===== src/rtl/sdr_refresh_pkg.sv =====
package sdr_refresh_pkg;
  localparam int SEL_W = 3;
  localparam int CMD_W = 3;
  localparam int CNT_W = 11;
  localparam int REG_W = 8;

  localparam logic [CMD_W-1:0] CMD_NOP      = 3'b000;
  localparam logic [CMD_W-1:0] CMD_SR_ENTER = 3'b101;
  localparam logic [CMD_W-1:0] CMD_SR_EXIT  = 3'b110;

  typedef struct packed {
    logic             wake_on_halt;
    logic [SEL_W-1:0] period_sel;
    logic             refresh_on;
  } ctrl_t;

  localparam int CTRL_W = $bits(ctrl_t);

  function automatic logic [CNT_W-1:0] period_cycles(input logic [SEL_W-1:0] sel);
    case (sel)
      3'd0:    period_cycles = 11'd47;
      3'd1:    period_cycles = 11'd78;
      3'd2:    period_cycles = 11'd156;
      3'd3:    period_cycles = 11'd312;
      3'd4:    period_cycles = 11'd468;
      3'd5:    period_cycles = 11'd624;
      3'd6:    period_cycles = 11'd936;
      default: period_cycles = 11'd1248;
    endcase
  endfunction
endpackage


===== src/rtl/sdr_ref_ctrl_reg.sv =====
module sdr_ref_ctrl_reg
  import sdr_refresh_pkg::*;
(
  input  logic             clk,
  input  logic             rst,
  input  logic             we,
  input  logic [REG_W-1:0] wdata,
  output ctrl_t            ctrl,
  output logic [REG_W-1:0] rdata
);
  always_ff @(posedge clk) begin
    if (rst)     ctrl <= '0;
    else if (we) ctrl <= ctrl_t'(wdata[CTRL_W-1:0]);
  end

  assign rdata = {{(REG_W-CTRL_W){1'b0}}, ctrl};
endmodule


===== src/rtl/sdr_ref_timer.sv =====
module sdr_ref_timer
  import sdr_refresh_pkg::*;
(
  input  logic             clk,
  input  logic             rst,
  input  logic             enable,
  input  logic             hold,
  input  logic             restart,
  input  logic [CNT_W-1:0] period,
  output logic             due
);
  logic [CNT_W-1:0] cnt;

  assign due = enable && !hold && !restart && (cnt == '0);

  always_ff @(posedge clk) begin
    if (rst)
      cnt <= '0;
    else if (restart || hold || !enable || due)
      cnt <= period - 1'b1;
    else
      cnt <= cnt - 1'b1;
  end
endmodule


===== src/rtl/sdr_ref_srctl.sv =====
module sdr_ref_srctl
  import sdr_refresh_pkg::*;
(
  input  logic             clk,
  input  logic             rst,
  input  logic             due,
  input  logic             cmd_we,
  input  logic [CMD_W-1:0] cmd_wdata,
  input  logic             halt_release,
  input  logic             wake_on_halt,
  input  logic             ref_ack,
  input  logic             sr_enter_ack,
  input  logic             sr_exit_ack,
  output logic             ref_req,
  output logic             sr_enter_req,
  output logic             sr_exit_req,
  output logic             sr_active,
  output logic [CMD_W-1:0] cmd_field,
  output logic             exit_done
);
  logic enter_start, exit_start;

  assign exit_done   = sr_exit_req && sr_exit_ack;
  assign enter_start = !sr_active && !sr_enter_req && cmd_we && (cmd_wdata == CMD_SR_ENTER);
  assign exit_start  = sr_active && !sr_exit_req &&
                       ((cmd_we && (cmd_wdata == CMD_SR_EXIT)) || (halt_release && wake_on_halt));

  always_ff @(posedge clk) begin
    if (rst) begin
      cmd_field    <= CMD_NOP;
      sr_enter_req <= 1'b0;
      sr_exit_req  <= 1'b0;
      sr_active    <= 1'b0;
      ref_req      <= 1'b0;
    end else begin
      if (exit_done)   cmd_field <= CMD_NOP;
      else if (cmd_we) cmd_field <= cmd_wdata;

      if (enter_start)       sr_enter_req <= 1'b1;
      else if (sr_enter_ack) sr_enter_req <= 1'b0;

      if (exit_start)       sr_exit_req <= 1'b1;
      else if (sr_exit_ack) sr_exit_req <= 1'b0;

      if (sr_enter_req && sr_enter_ack) sr_active <= 1'b1;
      else if (exit_done)               sr_active <= 1'b0;

      if (due || exit_done) ref_req <= 1'b1;
      else if (ref_ack)     ref_req <= 1'b0;
    end
  end
endmodule


===== src/rtl/sdr_refresh_seq.sv =====
module sdr_refresh_seq
  import sdr_refresh_pkg::*;
(
  input  logic             clk,
  input  logic             rst,
  input  logic             cfg_we,
  input  logic [REG_W-1:0] cfg_wdata,
  output logic [REG_W-1:0] cfg_rdata,
  input  logic             cmd_we,
  input  logic [CMD_W-1:0] cmd_wdata,
  output logic [CMD_W-1:0] cmd_rdata,
  input  logic             halt_release,
  output logic             ref_req,
  input  logic             ref_ack,
  output logic             sr_enter_req,
  input  logic             sr_enter_ack,
  output logic             sr_exit_req,
  input  logic             sr_exit_ack,
  output logic             sr_active
);
  ctrl_t            ctrl;
  ctrl_t            ctrl_next;
  logic             due, exit_done;
  logic [CNT_W-1:0] period;

  sdr_ref_ctrl_reg u_reg (
    .clk(clk), .rst(rst), .we(cfg_we), .wdata(cfg_wdata),
    .ctrl(ctrl), .rdata(cfg_rdata)
  );

  assign ctrl_next = cfg_we ? ctrl_t'(cfg_wdata[CTRL_W-1:0]) : ctrl;
  assign period    = period_cycles(ctrl_next.period_sel);

  sdr_ref_timer u_timer (
    .clk(clk), .rst(rst), .enable(ctrl_next.refresh_on), .hold(sr_active),
    .restart(cfg_we || exit_done), .period(period), .due(due)
  );

  sdr_ref_srctl u_sr (
    .clk(clk), .rst(rst), .due(due), .cmd_we(cmd_we), .cmd_wdata(cmd_wdata),
    .halt_release(halt_release), .wake_on_halt(ctrl.wake_on_halt),
    .ref_ack(ref_ack), .sr_enter_ack(sr_enter_ack), .sr_exit_ack(sr_exit_ack),
    .ref_req(ref_req), .sr_enter_req(sr_enter_req), .sr_exit_req(sr_exit_req),
    .sr_active(sr_active), .cmd_field(cmd_rdata), .exit_done(exit_done)
  );
endmodule


===== config.mk =====
export PLATFORM = sky130hd
export DESIGN_NAME = sdr_refresh_seq
export DESIGN_NICKNAME = d
export VERILOG_FILES = /design/src/rtl/sdr_refresh_pkg.sv /design/src/rtl/sdr_ref_ctrl_reg.sv /design/src/rtl/sdr_ref_timer.sv /design/src/rtl/sdr_ref_srctl.sv /design/src/rtl/sdr_refresh_seq.sv
export SDC_FILE = /design/constraint.sdc
export NUM_CORES = 1
export LEC_CHECK = 0
export BUFFER_PORTS_ARGS = -buffer_cell sky130_fd_sc_hd__clkbuf_2
export CORE_ASPECT_RATIO = 0.5
export CORE_MARGIN = 2
export CORE_UTILIZATION = 47
export CTS_CLUSTER_SIZE = 30
export DETAILED_ROUTE_END_ITERATION = 12
export PLACE_DENSITY_LB_ADDON = 0.08
export SLEW_MARGIN = 0
export SYNTH_ARGS = -nofsm -noshare
export SYNTH_HDL_FRONTEND = slang
export SYNTH_SLANG_ARGS = --single-unit

===== constraint.sdc =====
create_clock -name clk -period 2.7 [get_ports clk]
set_input_delay 0.135 -clock clk [delete_from_list [all_inputs] [get_ports clk]]
set_output_delay 0.135 -clock clk [all_outputs]
set_load 0.03 [all_outputs]

; Word level (Yosys, flattened, before mapping)
; Cells that the tools add are included.
[classes]
add_sub_neg = 2
eq_ne = 8
n_mux = 11
reduce_logical = 30
[ops]
columns = op, count
row1 = $pmux 11 s7, 1
row2 = $sub 11x1->11 const B, 2
row3 = $eq 3x3->1 const B, 5
row4 = $logic_and 1x1->1, 12
row5 = $logic_not 11->1, 1
row6 = $mux 11, 1
row7 = $mux 1, 8
row8 = $reduce_bool 2->1, 4
row9 = $eq 3x2->1 const B, 2
row10 = $logic_or 1x1->1, 6
row11 = $logic_not 1->1, 5
row12 = $mux 4, 1
row13 = $eq 3x1->1 const B, 1
row14 = $logic_not 3->1, 1
row15 = $reduce_or 2->1, 1
[totals]
regBits = 23
input_bits = 19
out_inout_bits = 15
elab_cells = 60

; Logic depth before layout (Yosys ltp)
[logic_depth]
depth_word = 7
ltp_mapped = 13
ltp_nobuf = 11

; Hierarchy
; A second synthesis with hierarchy kept.
[unflattened]
cells_unflattened = 189
area_unflattened_um2 = 1642.8
[modules_own_cells]
columns = mod, instances, cells_per_inst, area_per_inst_um2, seq_area_each_um2
row1 = sdr_ref_timer, 1, 107, 918.4, 220.2
row2 = sdr_ref_srctl, 1, 31, 297.8, 140.1
row3 = sdr_ref_ctrl_reg, 1, 25, 244.0, 100.1
row4 = sdr_refresh_seq, 1, 26, 182.7, 0.0

; Worst setup path after synthesis
; No wires, ideal clock.
[synth_timing]
kind = reg-to-reg
startpoint = reg u_reg.ctrl[0] (netlist name)
endpoint = reg u_timer.cnt[10]
setup_ns = 0.071
arrival_ns = 2.977
required_time_ns = 2.629
path_slack_ns = -0.347
path_stages_with_launch = 13
path_buffers = 1
synth_period_minus_slack_ns = 3.047
cell_sequence = dfxtp_1 > nor3b_2 > nand2_1 > nor2_1 > clkbuf_1 > nor3_1 > a21oi_1 > ha_1 > inv_1 > a31o_1 > a2111o_1 > or4_1 > a21oi_1
[synth_via]
elab_chain_cells = 6
elab_cells_between_ends = 8
cone_classes = mux: 2 / reduce/logical: 6
[synth_rtl]
columns = item, line_no
row1 = $mux 4 (*), -
row2 = $logic_and 1x1->1 (3 in series), sdr_ref_timer.sv:14  ; assign due = enable && !hold && !restart && (cnt == '0);
row3 = $logic_or 1x1->1 (*), sdr_ref_timer.sv:19  ; else if (restart || hold || !enable || due)
row4 = $mux 11 (*), sdr_ref_timer.sv:19
row5 = to (signal assigned), sdr_ref_timer.sv:20  ; cnt <= period - 1'b1;
row6 = to (signal assigned), sdr_ref_timer.sv:22  ; cnt <= cnt - 1'b1;
row7 = to (decl), sdr_ref_timer.sv:12  ; logic [CNT_W-1:0] cnt;
; Every way passes the cells marked *; elsewhere a longest branch is shown, timed or not.
; A chain may end at the register's enable or synchronous reset.

; Final worst setup path
[layout_timing]
startpoint = reg u_sr.sr_exit_req
endpoint = reg u_timer.cnt[10]
[layout_via]
elab_chain_cells = 7
elab_cells_between_ends = 9
cone_classes = mux: 1 / reduce/logical: 8
[layout_rtl]
columns = item, line_no
row1 = from (decl), sdr_ref_srctl.sv:16  ; output logic sr_exit_req,
row2 = from (signal assigned), sdr_ref_srctl.sv:32  ; sr_exit_req <= 1'b0;
row3 = from (signal assigned), sdr_ref_srctl.sv:42  ; if (exit_start) sr_exit_req <= 1'b1;
row4 = from (signal assigned), sdr_ref_srctl.sv:43  ; else if (sr_exit_ack) sr_exit_req <= 1'b0;
row5 = $logic_and 1x1->1 (*), sdr_ref_srctl.sv:23  ; assign exit_done = sr_exit_req && sr_exit_ack;
row6 = $logic_or 1x1->1 (*), sdr_refresh_seq.sv:36  ; .restart(cfg_we || exit_done), .period(period), .due(due)
row7 = $logic_not 1->1, sdr_ref_timer.sv:14
row8 = $logic_and 1x1->1 (2 in series), sdr_ref_timer.sv:14
row9 = $logic_or 1x1->1 (*), sdr_ref_timer.sv:19
row10 = $mux 11 (*), sdr_ref_timer.sv:19
; Marks and branches as above.

==> impl_results.md <==
- Top-area cell type share of the netlist area: 34.6%
- Clock-pin slew on the worst setup and hold paths: 0.09 ns
- Async SR Flop Fraction: 0%
- Max VDD drop: 0.000232 V
- Worst-skew pair later-pin latency: 0.27 ns
- Crit-path slowest cell: or4_1
- Post-DP Area: 1610 um2
- Reg2reg start: u_sr.sr_exit_req
- # port buffers: 27
- Post-DP HPWL: 2.52 mm
- Final wirelength: 3.38 mm
- Final instance area: 1720 um2
- Global-route usage over all layers: 21.4%
- Ys flop type: dfxtp_1
- Post-synth EDFFs: 0
- First DRT Iteration DRCs: 105
- Largest net degree at the start of global routing: 24
- Worst-path cell chain: and2_1 > nor3_2 > a2111oi_4 > a21oi_2 > ha_1 > inv_1 > a31o_1 > a2111o_1 > or4_1 > a21oi_1
- # diodes: 0
- Die Wd: 79.3 um
- First-pass GRT wire length: 5.45 mm
- Kind of critical path: reg2reg
- CTS Buffer Depth: 2
- Worst r2r path cells: 10
- Commonest non-fill, non-tap cell in the layout: clkbuf_2
- Critical Path Fanout Max: 4
- Slowest stage delay, CP: 0.52 ns
- Mapped cell area: 1330 um2
- Met3 Use GR: 5.87%
- Vias per cell: 5.49
- Total congestion overflow: 0
- Share of layout cells above drive strength 1: 36.6%
- Multi-input gate area: 876 um2
- Yosys reg bits: 23
- Via count: 1313
- Hold_buf cts: 0
- Min-Delay Startpoint: cfg_wdata[0]
- Leak pwr: 0.726 nW
- # setup viols final: 0
- Residual DRC: 0
- RD Place Congestion: 0.842
- Worst Skew: 0.00434 ns
- Final hold violations: 0
- Number of cells after detailed placement: 232
- Setup Total Neg Slack: 0 ns
- WL per Instance: 14.1 um
- CTS tree: done
- DRT antenna net count: 0
- H-tree depth: 1
- Final hold slack: 0.0969 ns
- Area grow syn2layout: 29.4%
- GR peak layer: met1
- Root Buffer: clkbuf_8
- Status: finished, final reports clean
- Core area: 2640 um2
- Io pins: 34
- Minimum clock period: 2.62 ns
- Area contributors post-synth: dfxtp_1 (35%), nor2_1 (4.8%), a21oi_1 (4.1%)
- Max Fclk: 382 MHz
- Cells after synthesis: 161
- Seq/Total Area, Yosys: 34.6%
- Number of max-cap violations: 0
- Die Ht: 41.6 um
- Row cnt: 13
- # fillers: 246
- Top Family by Delay on Critical Path: simple AND/OR/NAND/NOR gates
- Post-layout util: 65.4%
- Initial Util: 50.5%
- Register area: 473 um2
- Pre-antenna DRT Iters: 4
- CP arrival: 2.82 ns
- Vias in the first global route: 1160
- Reg2reg setup slack: 0.08 ns
- Data required time of the critical path: 2.90 ns
- Hold Path Stages: 3
- Fin. max-slew vios: 0
- Post-synth top area cell: dfxtp_1
- Clock sinks: 23
- Tcrit/Tclk final: 97.0%
- Hold EP: u_reg.ctrl[0]
- Antenna violations before repair: 0
- Met1 Track Usage GR: 32.3%
- Cell Count, Final, Fillers Out: 239
- Worst Hold Class: in2reg
- Critical path launch point type: register
- Worst Setup SP: u_sr.sr_exit_req
- Buf/Inv on CP: 1
- CP endpoint kind: register
- Synth Warn #: 0
- Most frequent cells in the layout: clkbuf_2 (27), buf_4 (17), dfxtp_1 (17)
- Routing usage on met2: 29.8%
- Power density of the placed cells: 504 nW/um2
- Mean post-synth cell area: 8.27 um2
- Nets: 224
- Die ar.: 3300 um2
- R2R Path End: u_timer.cnt[10]
- CTS buffer count: 3
- Synth unique cells: 48
## final cells by class
type / instances / area share, %
multi-input combinational: 126 / 50.8
inverter: 5 / 1.09
sequential: 23 / 27.5
tap: 37 / 2.69
clock inverter: 1 / 0.290
clock buffer: 3 / 2.40
timing repair buffer: 44 / 15.3
## Yosys cell counts, types with 2 or more instances
cell type	instances
dfxtp_1	23
nor2_1	17
nand2_1	14
a21oi_1	11
nor3_1	11
a211oi_1	6
a31oi_1	5
mux2i_1	5
nand3_1	5
xnor2_1	5
buf_4	4
clkbuf_1	4
inv_1	4
mux2_2	4
xor2_1	3
and2_1	2
and3_1	2
nand2b_1	2
nand4_1	2
o211ai_1	2
o21ai_0	2
o22ai_1	2
## layer usage
| layer | vias up | share of wire (%) |
|---|---|---|
| li1 | 662 | - |
| met1 | 604 | 50 |
| met2 | 43 | 42 |
| met3 | 4 | 6.6 |
| met4 | 0 | 0.62 |
| met5 | - | 0 |
## timing repair
item	4_1_cts	5_1_grt
resized for setup	0	10
endpoints found under the setup margin	0	3
hold endpoints to repair	0	0
buffers inserted	0	3
## per-stage QoR
stage	setup slack (ns)	power, W
2_1_floorplan	0.00872	0.000563
5_1_grt	-0.0453	0.000925
6_report	0.0816	0.000868
4_1_cts	0.0572	0.000855
3_3_place_gp	0.0885	0.000630
3_5_place_dp	0.0835	0.000634
## sequential cells by signal (all words and copies together), names as in the netlist
signal	flops
u_timer.cnt	11
u_reg.ctrl	5
u_sr.cmd_field	3
u_sr.ref_req	1
u_sr.sr_active	1
u_sr.sr_enter_req	1
u_sr.sr_exit_req	1
## worst max path at each step
stage	cells past startpoint	slack [ns]	to
finish	10	0.08	u_timer.cnt[10]
global route	12	-0.05	u_timer.cnt[4]
CTS	10	0.06	u_timer.cnt[10]
detailed placement	10	0.08	u_timer.cnt[10]
global placement	10	0.09	u_timer.cnt[10]
floorplan	12	0.009	u_timer.cnt[10]
## logic make-up (layout without fill, tap and decap cells)
kind of cell | count (synthesis) | count (layout) | synth area share, %
compound gates | 36 | 36 | 18.0
xor+xnor | 8 | 8 | 5.26
fa+ha+maj | 2 | 2 | 2.44
buf+inv | 14 | 53 | 5.64
flops | 23 | 23 | 34.6
mux | 9 | 9 | 7.14
other cells | 1 | 3 | 0.282
simple gates | 68 | 68 | 26.6
## where the power goes
| part | leakage (nW) | internal, W | switching, W |
|---|---|---|---|
| Combinational | 0.509 | 0.000116 | 0.000141 |
| Clock | 0.0255 | 0.000103 | 0.000115 |
| Sequential | 0.192 | 0.000365 | 0.0000275 |
## worst min-delay path: cells and delay by family
kind	cells	cell delay [ns]
compound gates	1	0.06
buf+inv	1	0.08
simple gates	1	0.05
Power figures use the tool's default switching activity.
